`config.mk`:
```
export PLATFORM = sky130hd
export DESIGN_NAME = bus_arbiter
export DESIGN_NICKNAME = d
export VERILOG_FILES = /design/src/rtl/arb_pkg.sv /design/src/rtl/arb_pick.sv /design/src/rtl/arb_lfsr.sv /design/src/rtl/arb_rotate.sv /design/src/rtl/arb_lru.sv /design/src/rtl/bus_arbiter.sv
export SDC_FILE = /design/constraint.sdc
export NUM_CORES = 1
export LEC_CHECK = 0
export BUFFER_PORTS_ARGS = -buffer_cell sky130_fd_sc_hd__buf_2
export CORE_MARGIN = 4
export CORE_UTILIZATION = 60
export DETAILED_ROUTE_END_ITERATION = 8
export PLACE_DENSITY_LB_ADDON = 0.1
export SYNTH_ARGS = -nofsm -noshare
export SYNTH_HDL_FRONTEND = slang
export SYNTH_SLANG_ARGS = --single-unit
```
`constraint.sdc`:
```
create_clock -name clk -period 6.55 [get_ports clk]
set_input_delay 0.3275 -clock clk [delete_from_list [all_inputs] [get_ports clk]]
set_output_delay 0.3275 -clock clk [all_outputs]
set_load 0.005 [all_outputs]
```
`src/rtl/arb_pkg.sv`:
```
// Package: shared policy encoding for the bus arbiter.
// Assumes: two-bit mode input; unused code 2'b11 behaves as rotating.
package arb_pkg;
    typedef enum logic [1:0] {
        POL_ROTATE = 2'b00,
        POL_LRU    = 2'b01,
        POL_RANDOM = 2'b10,
        POL_ROT_B  = 2'b11
    } policy_e;
endpackage

```
`src/rtl/arb_pick.sv`:
```
// Cyclic first-pending picker: returns the one-hot of the first set request
// found searching upward from start and wrapping at N.
// Assumes: start < N.
module arb_pick #(
    parameter int N    = 4,
    parameter int IDXW = $clog2(N)
) (
    input  logic [N-1:0]    req,
    input  logic [IDXW-1:0] start,
    output logic [N-1:0]    onehot
);
    // Purpose: scan requests cyclically from start and mark the first one.
    always_comb begin
        logic found;
        int   j;
        onehot = '0;
        found  = 1'b0;
        for (int k = 0; k < N; k++) begin
            j = int'(start) + k;
            if (j >= N) j = j - N;
            if (!found && req[j]) begin
                onehot[j] = 1'b1;
                found     = 1'b1;
            end
        end
    end
endmodule

```
`src/rtl/arb_lfsr.sv`:
```
// Free-running Galois LFSR for random start selection.
// Assumes: TAPS gives a maximal-length sequence for W; SEED nonzero.
module arb_lfsr #(
    parameter int           W    = 16,
    parameter logic [W-1:0] TAPS = 16'hB400,
    parameter logic [W-1:0] SEED = 16'hACE1
) (
    input  logic         clk,
    input  logic         rst_n,
    output logic [W-1:0] value
);
    // Purpose: advance the LFSR every clock after reset.
    always_ff @(posedge clk) begin
        if (!rst_n) value <= SEED;
        else if (value[0]) value <= (value >> 1) ^ TAPS;
        else value <= value >> 1;
    end
endmodule

```
`src/rtl/arb_rotate.sv`:
```
// Rotating priority pointer: names the highest-priority index; on each
// grant it steps down by one so the former lowest becomes highest.
// Assumes: adv pulses for one cycle per grant.
module arb_rotate #(
    parameter int N    = 4,
    parameter int IDXW = $clog2(N)
) (
    input  logic            clk,
    input  logic            rst_n,
    input  logic            adv,
    output logic [IDXW-1:0] top_idx
);
    localparam logic [IDXW-1:0] LAST = IDXW'(N - 1);

    // Purpose: hold and rotate the highest-priority pointer.
    always_ff @(posedge clk) begin
        if (!rst_n) top_idx <= '0;
        else if (adv) top_idx <= (top_idx == '0) ? LAST : top_idx - 1'b1;
    end
endmodule

```
`src/rtl/arb_lru.sv`:
```
// Least-recently-used order: slot 0 holds the least recently granted index,
// slot N-1 the most recent. Picks the earliest pending entry and, on each
// grant, moves the granted index to the last slot.
// Assumes: win_idx is valid whenever adv is high.
module arb_lru #(
    parameter int N    = 4,
    parameter int IDXW = $clog2(N)
) (
    input  logic            clk,
    input  logic            rst_n,
    input  logic [N-1:0]    req,
    input  logic            adv,
    input  logic [IDXW-1:0] win_idx,
    output logic [N-1:0]    onehot
);
    logic [IDXW-1:0] order_q [N];
    logic [IDXW-1:0] win_pos;

    // Purpose: select the pending requester earliest in the order.
    always_comb begin
        logic found;
        onehot = '0;
        found  = 1'b0;
        for (int i = 0; i < N; i++) begin
            if (!found && req[order_q[i]]) begin
                onehot[order_q[i]] = 1'b1;
                found              = 1'b1;
            end
        end
    end

    // Purpose: locate the slot holding the granted index.
    always_comb begin
        win_pos = '0;
        for (int i = 0; i < N; i++) begin
            if (order_q[i] == win_idx) win_pos = IDXW'(i);
        end
    end

    for (genvar s = 0; s < N; s++) begin : g_slot
        if (s < N - 1) begin : g_mid
            // Purpose: slots at or after the winner take their successor.
            always_ff @(posedge clk) begin
                if (!rst_n) order_q[s] <= IDXW'(s);
                else if (adv && (IDXW'(s) >= win_pos)) order_q[s] <= order_q[s+1];
            end
        end else begin : g_end
            // Purpose: last slot receives the index just granted.
            always_ff @(posedge clk) begin
                if (!rst_n) order_q[s] <= IDXW'(s);
                else if (adv) order_q[s] <= win_idx;
            end
        end
    end
endmodule

```
`src/rtl/bus_arbiter.sv`:
```
// Shared bus arbiter with a request/grant/busy handshake and three policies.
// Arbitrates only when no grant is active and busy is low; holds the grant
// until the owner drops both busy and its request.
// Assumes: mode changes only while no grant is active; synchronous inputs.
module bus_arbiter
    import arb_pkg::*;
#(
    parameter int N      = 4,
    parameter int LFSR_W = 16
) (
    input  logic         clk,
    input  logic         rst_n,
    input  logic [1:0]   mode,
    input  logic [N-1:0] req,
    input  logic         busy,
    output logic [N-1:0] gnt
);
    localparam int IDXW = (N > 1) ? $clog2(N) : 1;

    logic [IDXW-1:0]   rot_top;
    logic [IDXW-1:0]   rnd_start;
    logic [LFSR_W-1:0] lfsr_val;
    logic [N-1:0]      rot_pick, rnd_pick, lru_pick, winner;
    logic [IDXW-1:0]   win_idx;
    logic              arb_go;
    logic              release_now;

    arb_lfsr #(.W(LFSR_W)) u_lfsr (.clk(clk), .rst_n(rst_n), .value(lfsr_val));

    arb_rotate #(.N(N), .IDXW(IDXW)) u_rot (
        .clk(clk), .rst_n(rst_n), .adv(arb_go), .top_idx(rot_top)
    );

    assign rnd_start = IDXW'(lfsr_val % LFSR_W'(N));

    arb_pick #(.N(N), .IDXW(IDXW)) u_pick_rot (.req(req), .start(rot_top), .onehot(rot_pick));
    arb_pick #(.N(N), .IDXW(IDXW)) u_pick_rnd (.req(req), .start(rnd_start), .onehot(rnd_pick));

    arb_lru #(.N(N), .IDXW(IDXW)) u_lru (
        .clk(clk), .rst_n(rst_n), .req(req), .adv(arb_go),
        .win_idx(win_idx), .onehot(lru_pick)
    );

    // Purpose: choose the winner of the selected policy.
    always_comb begin
        unique case (policy_e'(mode))
            POL_LRU:    winner = lru_pick;
            POL_RANDOM: winner = rnd_pick;
            default:    winner = rot_pick;
        endcase
    end

    // Purpose: encode the winning one-hot as an index.
    always_comb begin
        win_idx = '0;
        for (int i = 0; i < N; i++) begin
            if (winner[i]) win_idx = IDXW'(i);
        end
    end

    assign arb_go      = (gnt == '0) && !busy && (req != '0);
    assign release_now = (gnt != '0) && !busy && ((gnt & req) == '0);

    // Purpose: register the grant, holding it through the handshake.
    always_ff @(posedge clk) begin
        if (!rst_n) gnt <= '0;
        else if (arb_go) gnt <= winner;
        else if (release_now) gnt <= '0;
    end
endmodule

```
==> key figures, run 1 <==
Status
  – Status: finished, final reports clean

STA
  – Final Cycle Share: 0.5789
  – Worst Skew: 5.836 ps
  – Setup Viol. Count Final: 0
  – RSZ-0062 raised after global routing: false
  – Slew Limit Fails: 0
  – Worst slew margin: 0.5379
  – Final TNS setup: 0 ps
  – Min Tclk post-route: 3792 ps
  – Maximum clock frequency: 263.7 MHz
  – Measured slew at the worst slew-check pin: 687.9 ps
  – Final hold violations: 0

Critical path
  – Top delay family on crit path: compound AO/OA/AOI/OAI gates
  – CP Cell Sequence: inv_1 > ha_1 > mux4_2 > a21o_1 > o221a_2 > a21oi_2 > a21o_1 > or4b_4 > nand3_2 > o31ai_1
  – CP Capture Type: flop
  – Worst Setup Start Kind: flop
  – Worst Path Max Fanout: 12
  – CP arrival: 3810 ps
  – WP buf/inv: 1
  – Critical Path RT: 6570 ps
  – Reg2Reg Depth: 10
  – Crit path top cell by count: a21o_1
  – Critical Path Max Stage Delay: 660 ps
  – WP depth: 10
  – CP max stage cell: dfxtp_1
  – CP Class: reg -> reg

Die
  – Die width: 69.96 um
  – Area of the die: 0.004894 sq mm
  – IO Pins: 13
  – Die height: 69.96 um
  – Core Region: 0.003689 sq mm
  – Row cnt: 22
  – Initial Utilization: 0.6245

Logic synthesis
  – Yosys top cell by area: dfxtp_1
  – Top_reg_cell synth: dfxtp_1
  – Largest cells by area after synthesis: dfxtp_1, edfxtp_1, mux4_2
  – Mapped Cells: 238
  – Post-synthesis net count: 260
  – Syn Area/Cell: 9.678 sq um
  – Synthesized cell area: 0.002303 sq mm
  – Top cell type's share of synthesized area: 0.1912
  – Seq cells post-synth: 30
  – Cell variety after synth: 61
  – Asr flop ratio synth: 0
  – EDFF count, synth: 8
  – Sequential share of the synthesized area: 0.2955
  – Yosys warning count: 0

Clocking
  – CTS root buf: clkbuf_8
  – CTS Buf Count: 5
  – Post-CTS Setup Bufs: 0
  – H-Tree Depth: 2
  – CTS Hold Buffers Added: 0
  – Clk buf depth: 2
  – CTS tree: done
  – Clock slew at reported path FFs: 70 ps
  – Clk sinks: 30
  – Latest clock arrival within the worst-skew pair: 280 ps
  – Post-cts resize count: 0

GRT
  – First-pass GRT wire length: 8583 um
  – Largest net degree at the start of global routing: 22
  – Vias in the first global route: 1774
  – Initial antenna violation count: 0
  – Gr usage total: 0.2136
  – Grt total ovfl: 0

Routing
  – Router iterations before antenna repair: 4
  – Routed Antenna Nets: 0
  – Initial drt markers: 208
  – Wire per inst: 16.97 um
  – Vias: 1866
  – Drt total wl: 4989 um
  – Vias/cell: 6.347
  – Residual DRC: 0

Power
  – Sw Ratio: 0.3702
  – Internal Power: 0.4195 mW
  – Clock power share: 0.232
  – NetSw: 0.2466 mW
  – Power Dens Cells: 271.4 mW/mm^2
  – Maximum VDD drop: 177.3 uV
  – Logic pwr share: 0.393
  – Sequential power share: 0.375
  – Leakage Power: 0.9482 nW

Final layout
  – Ratio of cells with drive above 1 in the final layout: 0.1911
  – Fillcell total: 327
  – Area taken by multi-input logic gates: 0.001509 sq mm
  – Antenna Cells: 0
  – Design Area, Final: 0.002454 sq mm
  – FF/Latch Area: 680.7 sq um
  – P&R area growth vs syn: 6.518%
  – Layout Nets: 267

Flow run
  – Max-cap check violation count: 0

Place
  – IO Port Bufs: 12
  – DP Area: 0.002359 sq mm
  – Gpl congestion: 0.8834
  – DP Wirelength: 3661 um

Hold path
  – Hold crit path type: in -> reg
  – Hold Path Depth: 2
## metal layers
layer	GRT usage	part of all wire	up-vias
met4	0.06809	0.016	0
met5	0	0	-
met1	0.2985	0.46	884
met3	0.04173	0.059	9
li1	-	-	913
met2	0.3326	0.47	60
## per-stage QoR
step	setup WS (ps)	instances	hold WS, ps	power (mW)	utilization
floorplan	3218	238	386.3	0.4634	-
global placement	2865	286	390.0	0.5109	0.6394
detailed placement	2761	286	396.0	0.5131	0.6394
CTS	2745	294	395.0	0.6688	0.6652
global route	2433	294	424.0	0.7117	0.6652
finish	2758	294	386.8	0.6660	0.6652
## worst register-to-register path, delay by kind of cell (launching register included)
family | cells | cell delay (ps)
compound gates | 5 | 1090
simple gates | 2 | 620
flops | 1 | 660
mux | 1 | 600
buf+inv | 1 | 200
fa+ha+maj | 1 | 370
## path summary, 6_finish.rpt
kind / startpoint / to / slack [ps]
setup / recovery: u_lfsr.value[0]$_SDFF_PN1_ / u_lru.order_q[0][0]$_SDFFCE_PN0P_ / 2760
hold / removal: rst_n / u_lfsr.value[13]$_SDFF_PN1_ / 390
setup reg to reg: u_lfsr.value[0]$_SDFF_PN1_ / u_lru.order_q[0][0]$_SDFFCE_PN0P_ / 2760
hold reg to reg: u_lfsr.value[12]$_SDFF_PN0_ / u_lfsr.value[11]$_SDFF_PN1_ / 410
## registers in the layout (all words and copies together), names as in the netlist
name and count:
u_lru.order_q 8, gnt 4, u_lfsr.value 16, u_rot.top_idx 2
## layout by cell type (no fill, tap or decap), types with 4 or more instances in the layout
cell type / n
nand2b_1: 8
dfxtp_1: 22
and2_1: 8
edfxtp_1: 8
nor3_1: 5
mux4_2: 10
nor2_1: 12
nor2b_1: 4
xnor2_1: 4
nand3_1: 7
nand2_1: 25
buf_2: 12
clkbuf_8: 6
o21ai_0: 9
inv_1: 12
and3_1: 4
a21oi_1: 6
a211oi_1: 7
a222oi_1: 4
ha_1: 13
## kinds of logic (layout without fill, tap and decap cells)
group           count (synthesis)  in the layout  synth area share
xor+xnor                        5              5           0.02227
compound gates                 55             55            0.1934
buf+inv                        25             33           0.04943
mux                            16             16            0.1325
flops                          30             30            0.2955
simple gates                   94             94            0.2363
fa+ha+maj                      13             13           0.07062
## final cells by class
type | count | share of cell area
clock inverter | 2 | 0.005099
timing repair buffer | 12 | 0.02448
inverter | 13 | 0.01989
tap | 48 | 0.02448
clock buffer | 6 | 0.03366
multi-input combinational | 183 | 0.6150
sequential | 30 | 0.2774
## synthesized netlist by cell type, types with 2 or more instances
| cell | instances |
|---|---|
| a211oi_1 | 7 |
| inv_1 | 12 |
| buf_6 | 2 |
| nor2b_1 | 4 |
| dfxtp_1 | 22 |
| nor2_1 | 12 |
| mux4_2 | 10 |
| nand4_1 | 2 |
| and3_1 | 4 |
| nand2b_1 | 8 |
| or3_1 | 2 |
| xnor2_1 | 4 |
| nand3b_1 | 2 |
| and2_1 | 8 |
| nor4_1 | 3 |
| nand2_1 | 25 |
| a21oi_1 | 6 |
| o21ai_0 | 9 |
| clkbuf_1 | 6 |
| ha_1 | 13 |
| nand3_1 | 7 |
| edfxtp_1 | 8 |
| buf_2 | 4 |
| a31oi_4 | 2 |
| a31oi_1 | 3 |
| o211ai_1 | 2 |
| nor3_1 | 5 |
| a21o_1 | 3 |
| a32oi_1 | 2 |
| mux2i_1 | 2 |
| nor3b_1 | 2 |
| a222oi_1 | 4 |
| mux2_2 | 3 |
| o22ai_1 | 2 |
| o221ai_1 | 2 |
## power groups by stage
stage	Clock [mW]	Sequential, mW	Combinational, mW
final	0.155	0.250	0.262
after global routing	0.167	0.254	0.291
after CTS	0.158	0.249	0.261
after detailed placement	0	0.254	0.260
after global placement	0	0.253	0.258
after floorplan	0	0.236	0.227
Power figures use the tool's default switching activity.
==> run 2: changes to the inputs <==
==> constraint.sdc (replaced) <==
create_clock -name clk -period 3.5 [get_ports clk]
set_input_delay 0.175 -clock clk [delete_from_list [all_inputs] [get_ports clk]]
set_output_delay 0.175 -clock clk [all_outputs]
set_load 0.005 [all_outputs]
==> key figures, run 2 (synthesized netlist as in run 1, its figures left out) <==
Status
  – Status: finished, final reports clean (unchanged)

STA
  – Worst slew margin: 0.5869 (was 0.5379)
  – Final Cycle Share: 0.9502 (was 0.5789)
  – Measured slew at the worst slew-check pin: 614.9 ps (was 687.9 ps)
  – RSZ-0062 raised after global routing: false (unchanged)
  – Min Tclk post-route: 3326 ps (was 3792 ps)
  – Worst Skew: 5.204 ps (was 5.836 ps)
  – Slew Limit Fails: 0 (unchanged)
  – Final TNS setup: 0 ps (unchanged)
  – Final hold violations: 0 (unchanged)
  – Setup Viol. Count Final: 0 (unchanged)
  – Maximum clock frequency: 300.7 MHz (was 263.7 MHz)

Critical path
  – CP arrival: 3290 ps (was 3810 ps)
  – CP Cell Sequence: inv_1 > ha_1 > mux4_2 > nor4b_4 > a222oi_1 > and3_1 > a31o_4 > xnor2_2 > o211ai_1 > o31ai_2 (was inv_1 > ha_1 > mux4_2 > a21o_1 > o221a_2 > a21oi_2 > a21o_1 > or4b_4 > nand3_2 > o31ai_1)
  – Worst R2R Start: u_rot.top_idx[1]$_SDFFE_PN0P_ (was u_lfsr.value[0]$_SDFF_PN1_)
  – WP buf/inv: 1 (unchanged)
  – CP max stage cell: mux4_2 (was dfxtp_1)
  – Worst Setup Start Kind: flop (unchanged)
  – CP Class: reg -> reg (unchanged)
  – R2r endpoint: u_lru.order_q[0][1]$_SDFFCE_PN0P_ (was u_lru.order_q[0][0]$_SDFFCE_PN0P_)
  – Critical Path RT: 3470 ps (was 6570 ps)
  – Reg2Reg Depth: 10 (unchanged)
  – Top delay family on crit path: compound AO/OA/AOI/OAI gates (unchanged)
  – CP Capture Type: flop (unchanged)
  – Worst Path Max Fanout: 6 (was 12)
  – Reg2Reg Setup Slack: 170 ps (was 2760 ps)
  – Critical Path Max Stage Delay: 590 ps (was 660 ps)

Routing
  – Router iterations before antenna repair: 7 (was 4)
  – Routed Antenna Nets: 0 (unchanged)
  – Wire per inst: 17.40 um (was 16.97 um)
  – Residual DRC: 0 (unchanged)
  – Vias: 1953 (was 1866)
  – Initial drt markers: 190 (was 208)
  – Vias/cell: 6.510 (was 6.347)
  – Drt total wl: 5221 um (was 4989 um)

Die
  – Die width: 69.96 um (unchanged)
  – Row cnt: 22 (unchanged)
  – Initial Utilization: 0.6245 (unchanged)
  – Die height: 69.96 um (unchanged)
  – Core Region: 0.003689 sq mm (unchanged)
  – Area of the die: 0.004894 sq mm (unchanged)
  – IO Pins: 13 (unchanged)

Power
  – Power Dens Cells: 506.6 mW/mm^2 (was 271.4 mW/mm^2)
  – Leakage Power: 0.9795 nW (was 0.9482 nW)
  – Pwr Total: 1.272 mW (was 0.6660 mW)
  – Maximum VDD drop: 347.7 uV (was 177.3 uV)

Clocking
  – Clk buf depth: 2 (unchanged)
  – CTS Buf Count: 5 (unchanged)
  – CTS tree: done (unchanged)
  – Clk sinks: 30 (unchanged)
  – Latest clock arrival within the worst-skew pair: 280 ps (about the same)
  – CTS Hold Buffers Added: 0 (unchanged)
  – Clock slew at reported path FFs: 60 ps (was 70 ps)
  – H-Tree Depth: 2 (unchanged)
  – CTS root buf: clkbuf_8 (unchanged)

GRT
  – Met3 usage: 0.04029 (was 0.04173)
  – Gr usage total: 0.2218 (was 0.2136)
  – Grt total ovfl: 0 (unchanged)
  – Largest net degree at the start of global routing: 22 (unchanged)
  – GRT busiest layer: met2 (unchanged)
  – GR Layer Usage met1: 0.3097 (was 0.2985)
  – Initial antenna violation count: 0 (unchanged)
  – M2 GR Usage: 0.3515 (was 0.3326)
  – Vias in the first global route: 1836 (was 1774)
  – First-pass GRT wire length: 8859 um (was 8583 um)

Flow run
  – Max-cap check violation count: 0 (unchanged)

Final layout
  – P&R area growth vs syn: 8.963% (was 6.518%)
  – Most frequent cells in the layout: nand2_1, dfxtp_1, ha_1 (unchanged)
  – Commonest non-fill, non-tap cell in the layout: nand2_1 (unchanged)
  – Ratio of cells with drive above 1 in the final layout: 0.2222 (was 0.1911)
  – Biggest register: u_lfsr.value (unchanged)
  – Fillcell total: 318 (was 327)
  – Layout Nets: 273 (was 267)
  – Antenna Cells: 0 (unchanged)
  – FF/Latch Area: 680.7 sq um (unchanged)
  – Max FFs per register: 16 (unchanged)
  – Area taken by multi-input logic gates: 0.001520 sq mm (was 0.001509 sq mm)
  – Largest regs: u_lfsr.value (16), u_lru.order_q (8), gnt (4) (unchanged)

Hold path
  – Worst hold path endpoint: u_lfsr.value[13]$_SDFF_PN1_ (unchanged)
  – Hold crit path type: in -> reg (unchanged)
  – Hold Path Depth: 2 (unchanged)
  – Hold Crit Start: rst_n (unchanged)

Place
  – Gpl congestion: 0.8478 (was 0.8834)
  – IO Port Bufs: 12 (unchanged)
  – DP Wirelength: 3829 um (was 3661 um)
-- run 2: cell types whose count changed in the layout (fill, tap and decap cells not counted), sizes merged --
cell,delta
buf,+6
-- run 2: where the power goes --
| group | total [mW] | internal, mW | switching [mW] |
|---|---|---|---|
| Clock | 0.284 | 0.158 | 0.126 |
| Combinational | 0.540 | 0.238 | 0.302 |
| Sequential | 0.448 | 0.406 | 0.0420 |
-- run 2: layer usage --
metal  share of wire  vias up  wire length, um
li1                -      936                -
met1            0.46      941             2381
met2            0.47       63             2445
met3           0.055       13              285
met4           0.021        0              109
met5               0        -                0
-- run 2: metrics by stage --
step	utilization	setup WS (ps)	instances	instance area (sq um)	hold WS [ps]
2_1_floorplan	-	167.6	238	2303	347.9
3_3_place_gp	0.6516	227.3	292	2404	390.6
3_5_place_dp	0.6516	132.1	292	2404	394.0
4_1_cts	0.6774	88.34	300	2499	229.8
5_1_grt	0.6805	37.07	300	2510	255.4
6_report	0.6805	174.2	300	2510	238.4
-- run 2: area by class of cell --
type / count / share of cell area
tap: 48 / 0.02393
inverter: 13 / 0.01944
sequential: 30 / 0.2712
clock inverter: 2 / 0.004985
clock buffer: 6 / 0.03290
multi-input combinational: 183 / 0.6057
timing repair buffer: 18 / 0.04187
-- run 2: worst max-delay path by stage --
stage	start	endpoint	slack (ps)	cells past startpoint
after floorplan	u_rot.top_idx[0]$_SDFFE_PN0P_	u_lru.order_q[0][0]$_SDFFCE_PN0P_	170	12
after global routing	u_rot.top_idx[0]$_SDFFE_PN0P_	u_lru.order_q[0][0]$_SDFFCE_PN0P_	40	10
after CTS	u_rot.top_idx[1]$_SDFFE_PN0P_	u_lru.order_q[0][1]$_SDFFCE_PN0P_	90	10
final	u_rot.top_idx[1]$_SDFFE_PN0P_	u_lru.order_q[0][1]$_SDFFCE_PN0P_	170	10
after detailed placement	u_rot.top_idx[1]$_SDFFE_PN0P_	u_lru.order_q[0][1]$_SDFFCE_PN0P_	130	10
after global placement	u_rot.top_idx[0]$_SDFFE_PN0P_	u_lru.order_q[0][0]$_SDFFCE_PN0P_	230	10
-- run 2: what timing repair did --
action	in CTS	in global routing
buffers inserted	0	0
setup endpoints to repair	0	2
gates resized for setup	0	3
==> run 3: changes to the inputs <==
--- a/config.mk
+++ b/config.mk
@@ -10,6 +10,7 @@
 export CORE_UTILIZATION = 60
 export DETAILED_ROUTE_END_ITERATION = 8
 export PLACE_DENSITY_LB_ADDON = 0.1
+export SETUP_SLACK_MARGIN = 0.5
 export SYNTH_ARGS = -nofsm -noshare
 export SYNTH_HDL_FRONTEND = slang
 export SYNTH_SLANG_ARGS = --single-unit
==> key figures, run 3 (synthesized netlist as in run 1, its figures left out) <==
Routing
  – Residual DRC: 0 (unchanged)
  – Router iterations before antenna repair: 5 (was 7)
  – Wire per inst: 18.58 um (was 17.40 um)
  – Routed Antenna Nets: 0 (unchanged)
  – Drt total wl: 5946 um (was 5221 um)
  – Vias/cell: 6.428 (was 6.510)
  – Initial drt markers: 183 (was 190)
  – Vias: 2057 (was 1953)

GRT
  – Vias in the first global route: 1931 (was 1836)
  – First-pass GRT wire length: 9901 um (was 8859 um)
  – Gr usage total: 0.2516 (was 0.2218)
  – Grt total ovfl: 0 (unchanged)
  – GR Layer Usage met1: 0.3581 (was 0.3097)
  – GRT busiest layer: met2 (unchanged)
  – Largest net degree at the start of global routing: 22 (unchanged)
  – Met3 usage: 0.04748 (was 0.04029)
  – Initial antenna violation count: 0 (unchanged)
  – M2 GR Usage: 0.3945 (was 0.3515)

Flow run
  – Max-cap check violation count: 0 (unchanged)

Final layout
  – Largest regs: u_lfsr.value (16), u_lru.order_q (8), gnt (4) (unchanged)
  – Fillcell total: 244 (was 318)
  – Ratio of cells with drive above 1 in the final layout: 0.3603 (was 0.2222)
  – P&R area growth vs syn: 23.74% (was 8.963%)
  – Max FFs per register: 16 (unchanged)
  – Biggest register: u_lfsr.value (unchanged)
  – Layout Nets: 293 (was 273)
  – Design Area, Final: 0.002850 sq mm (was 0.002510 sq mm)
  – Antenna Cells: 0 (unchanged)
  – Most frequent cells in the layout: nand2_1, buf_4, dfxtp_1, buf_2 (was nand2_1, dfxtp_1, ha_1)

STA
  – Setup Viol. Count Final: 0 (unchanged)
  – Worst Skew: 2.096 ps (was 5.204 ps)
  – Final Cycle Share: 0.9239 (was 0.9502)
  – Slew Limit Fails: 0 (unchanged)
  – Final TNS setup: 0 ps (unchanged)
  – Min Tclk post-route: 3234 ps (was 3326 ps)
  – Final hold violations: 0 (unchanged)
  – Setup slack after layout: 266.5 ps (was 174.2 ps)
  – Measured slew at the worst slew-check pin: 653.7 ps (was 614.9 ps)
  – Worst slew margin: 0.5609 (was 0.5869)
  – Maximum clock frequency: 309.3 MHz (was 300.7 MHz)
  – RSZ-0062 raised after global routing: true (was false)

Status
  – Status: finished, final reports clean (unchanged)

Power
  – Power Dens Cells: 517.8 mW/mm^2 (was 506.6 mW/mm^2)
  – Pwr Total: 1.476 mW (was 1.272 mW)
  – Maximum VDD drop: 351.7 uV (was 347.7 uV)
  – Leakage Power: 1.112 nW (was 0.9795 nW)

Clocking
  – Clk sinks: 30 (unchanged)
  – CTS root buf: clkbuf_8 (unchanged)
  – CTS Hold Buffers Added: 0 (unchanged)
  – Clk buf depth: 2 (unchanged)
  – Latest clock arrival within the worst-skew pair: 280 ps (about the same)
  – Clock slew at reported path FFs: 60 ps (about the same)
  – CTS Buf Count: 5 (unchanged)
  – CTS tree: done (unchanged)
  – H-Tree Depth: 2 (unchanged)

Place
  – Gpl congestion: 0.8559 (was 0.8478)
  – DP Area: 0.002426 sq mm (was 0.002404 sq mm)
  – Setup WS pre-CTS: 113.7 ps (was 132.1 ps)
  – IO Port Bufs: 12 (unchanged)
  – DP Wirelength: 3771 um (was 3829 um)

Critical path
  – CP Class: reg -> reg (unchanged)
  – CP Capture Type: flop (unchanged)
  – Worst Setup Start Kind: flop (unchanged)
  – Critical Path RT: 3480 ps (was 3470 ps)
  – CP arrival: 3210 ps (was 3290 ps)
  – Worst Path Max Fanout: 5 (was 6)

Die
  – Die width: 69.96 um (unchanged)
  – Die height: 69.96 um (unchanged)
  – Core Region: 0.003689 sq mm (unchanged)
  – Initial Utilization: 0.6245 (unchanged)
  – IO Pins: 13 (unchanged)
  – Area of the die: 0.004894 sq mm (unchanged)
  – Row cnt: 22 (unchanged)

Hold path
  – Hold crit path type: in -> reg (unchanged)
-- run 3: critical path, stage by stage (launching register included) --
cell and delay, ps:
dfxtp_4 370, inv_4 40, ha_4 270, mux4_2 560
buf_6 160, nor3b_4 240, nand2_1 90, and3_1 210
a31o_4 270, a41oi_2 310, nand3_4 130, o31ai_4 270
-- run 3: per-stage QoR --
step           cells    util  hold WS, ps
2_1_floorplan    238       -        347.9
3_3_place_gp     289  0.6577        389.1
3_5_place_dp     289  0.6577        394.5
4_1_cts          310  0.7432        243.0
5_1_grt          320  0.7727        278.5
6_report         320  0.7727        245.9
-- run 3: worst paths after layout --
kind / startpoint / endpoint / slack, ps / depth (start not counted)
max: u_rot.top_idx[0]$_SDFFE_PN0P_ / u_lru.order_q[0][1]$_SDFFCE_PN0P_ / 270 / 11
min: rst_n / u_lfsr.value[10]$_SDFF_PN1_ / 250 / 2
min reg2reg: u_lfsr.value[6]$_SDFF_PN1_ / u_lfsr.value[5]$_SDFF_PN1_ / 410 / 1
max reg2reg: u_rot.top_idx[0]$_SDFFE_PN0P_ / u_lru.order_q[0][1]$_SDFFCE_PN0P_ / 270 / 11
-- run 3: metal layers --
| layer | part of all wire | routed length [um] | vias to the layer above |
|---|---|---|---|
| li1 | - | - | 968 |
| met1 | 0.44 | 2636 | 1007 |
| met2 | 0.48 | 2855 | 73 |
| met3 | 0.060 | 357 | 9 |
| met4 | 0.016 | 96 | 0 |
| met5 | 0 | 0 | - |
-- run 3: power breakdown --
group | leakage, nW | switching (mW) | internal, mW
logic | 0.813 | 0.384 | 0.368
registers | 0.257 | 0.0523 | 0.409
clock network | 0.0416 | 0.127 | 0.136
-- run 3: layout make-up --
type | instances | area (sq um) | area share
Multi-Input combinational cell | 183 | 1702 | 0.5970
Timing Repair Buffer | 38 | 259.0 | 0.09087
Clock buffer | 5 | 68.82 | 0.02414
Tap cell | 48 | 60.06 | 0.02107
Clock inverter | 3 | 16.27 | 0.005707
Inverter | 13 | 51.30 | 0.01800
Sequential cell | 30 | 693.2 | 0.2432
-- run 3: timing repair --
action / CTS / global route
setup buffers: 13 / 10
pin swaps: 19 / 12
cloned: 0 / 0
endpoints found under the setup margin: 12 / 11
gates resized for setup: 26 / 5
hold endpoints to repair: 0 / 0
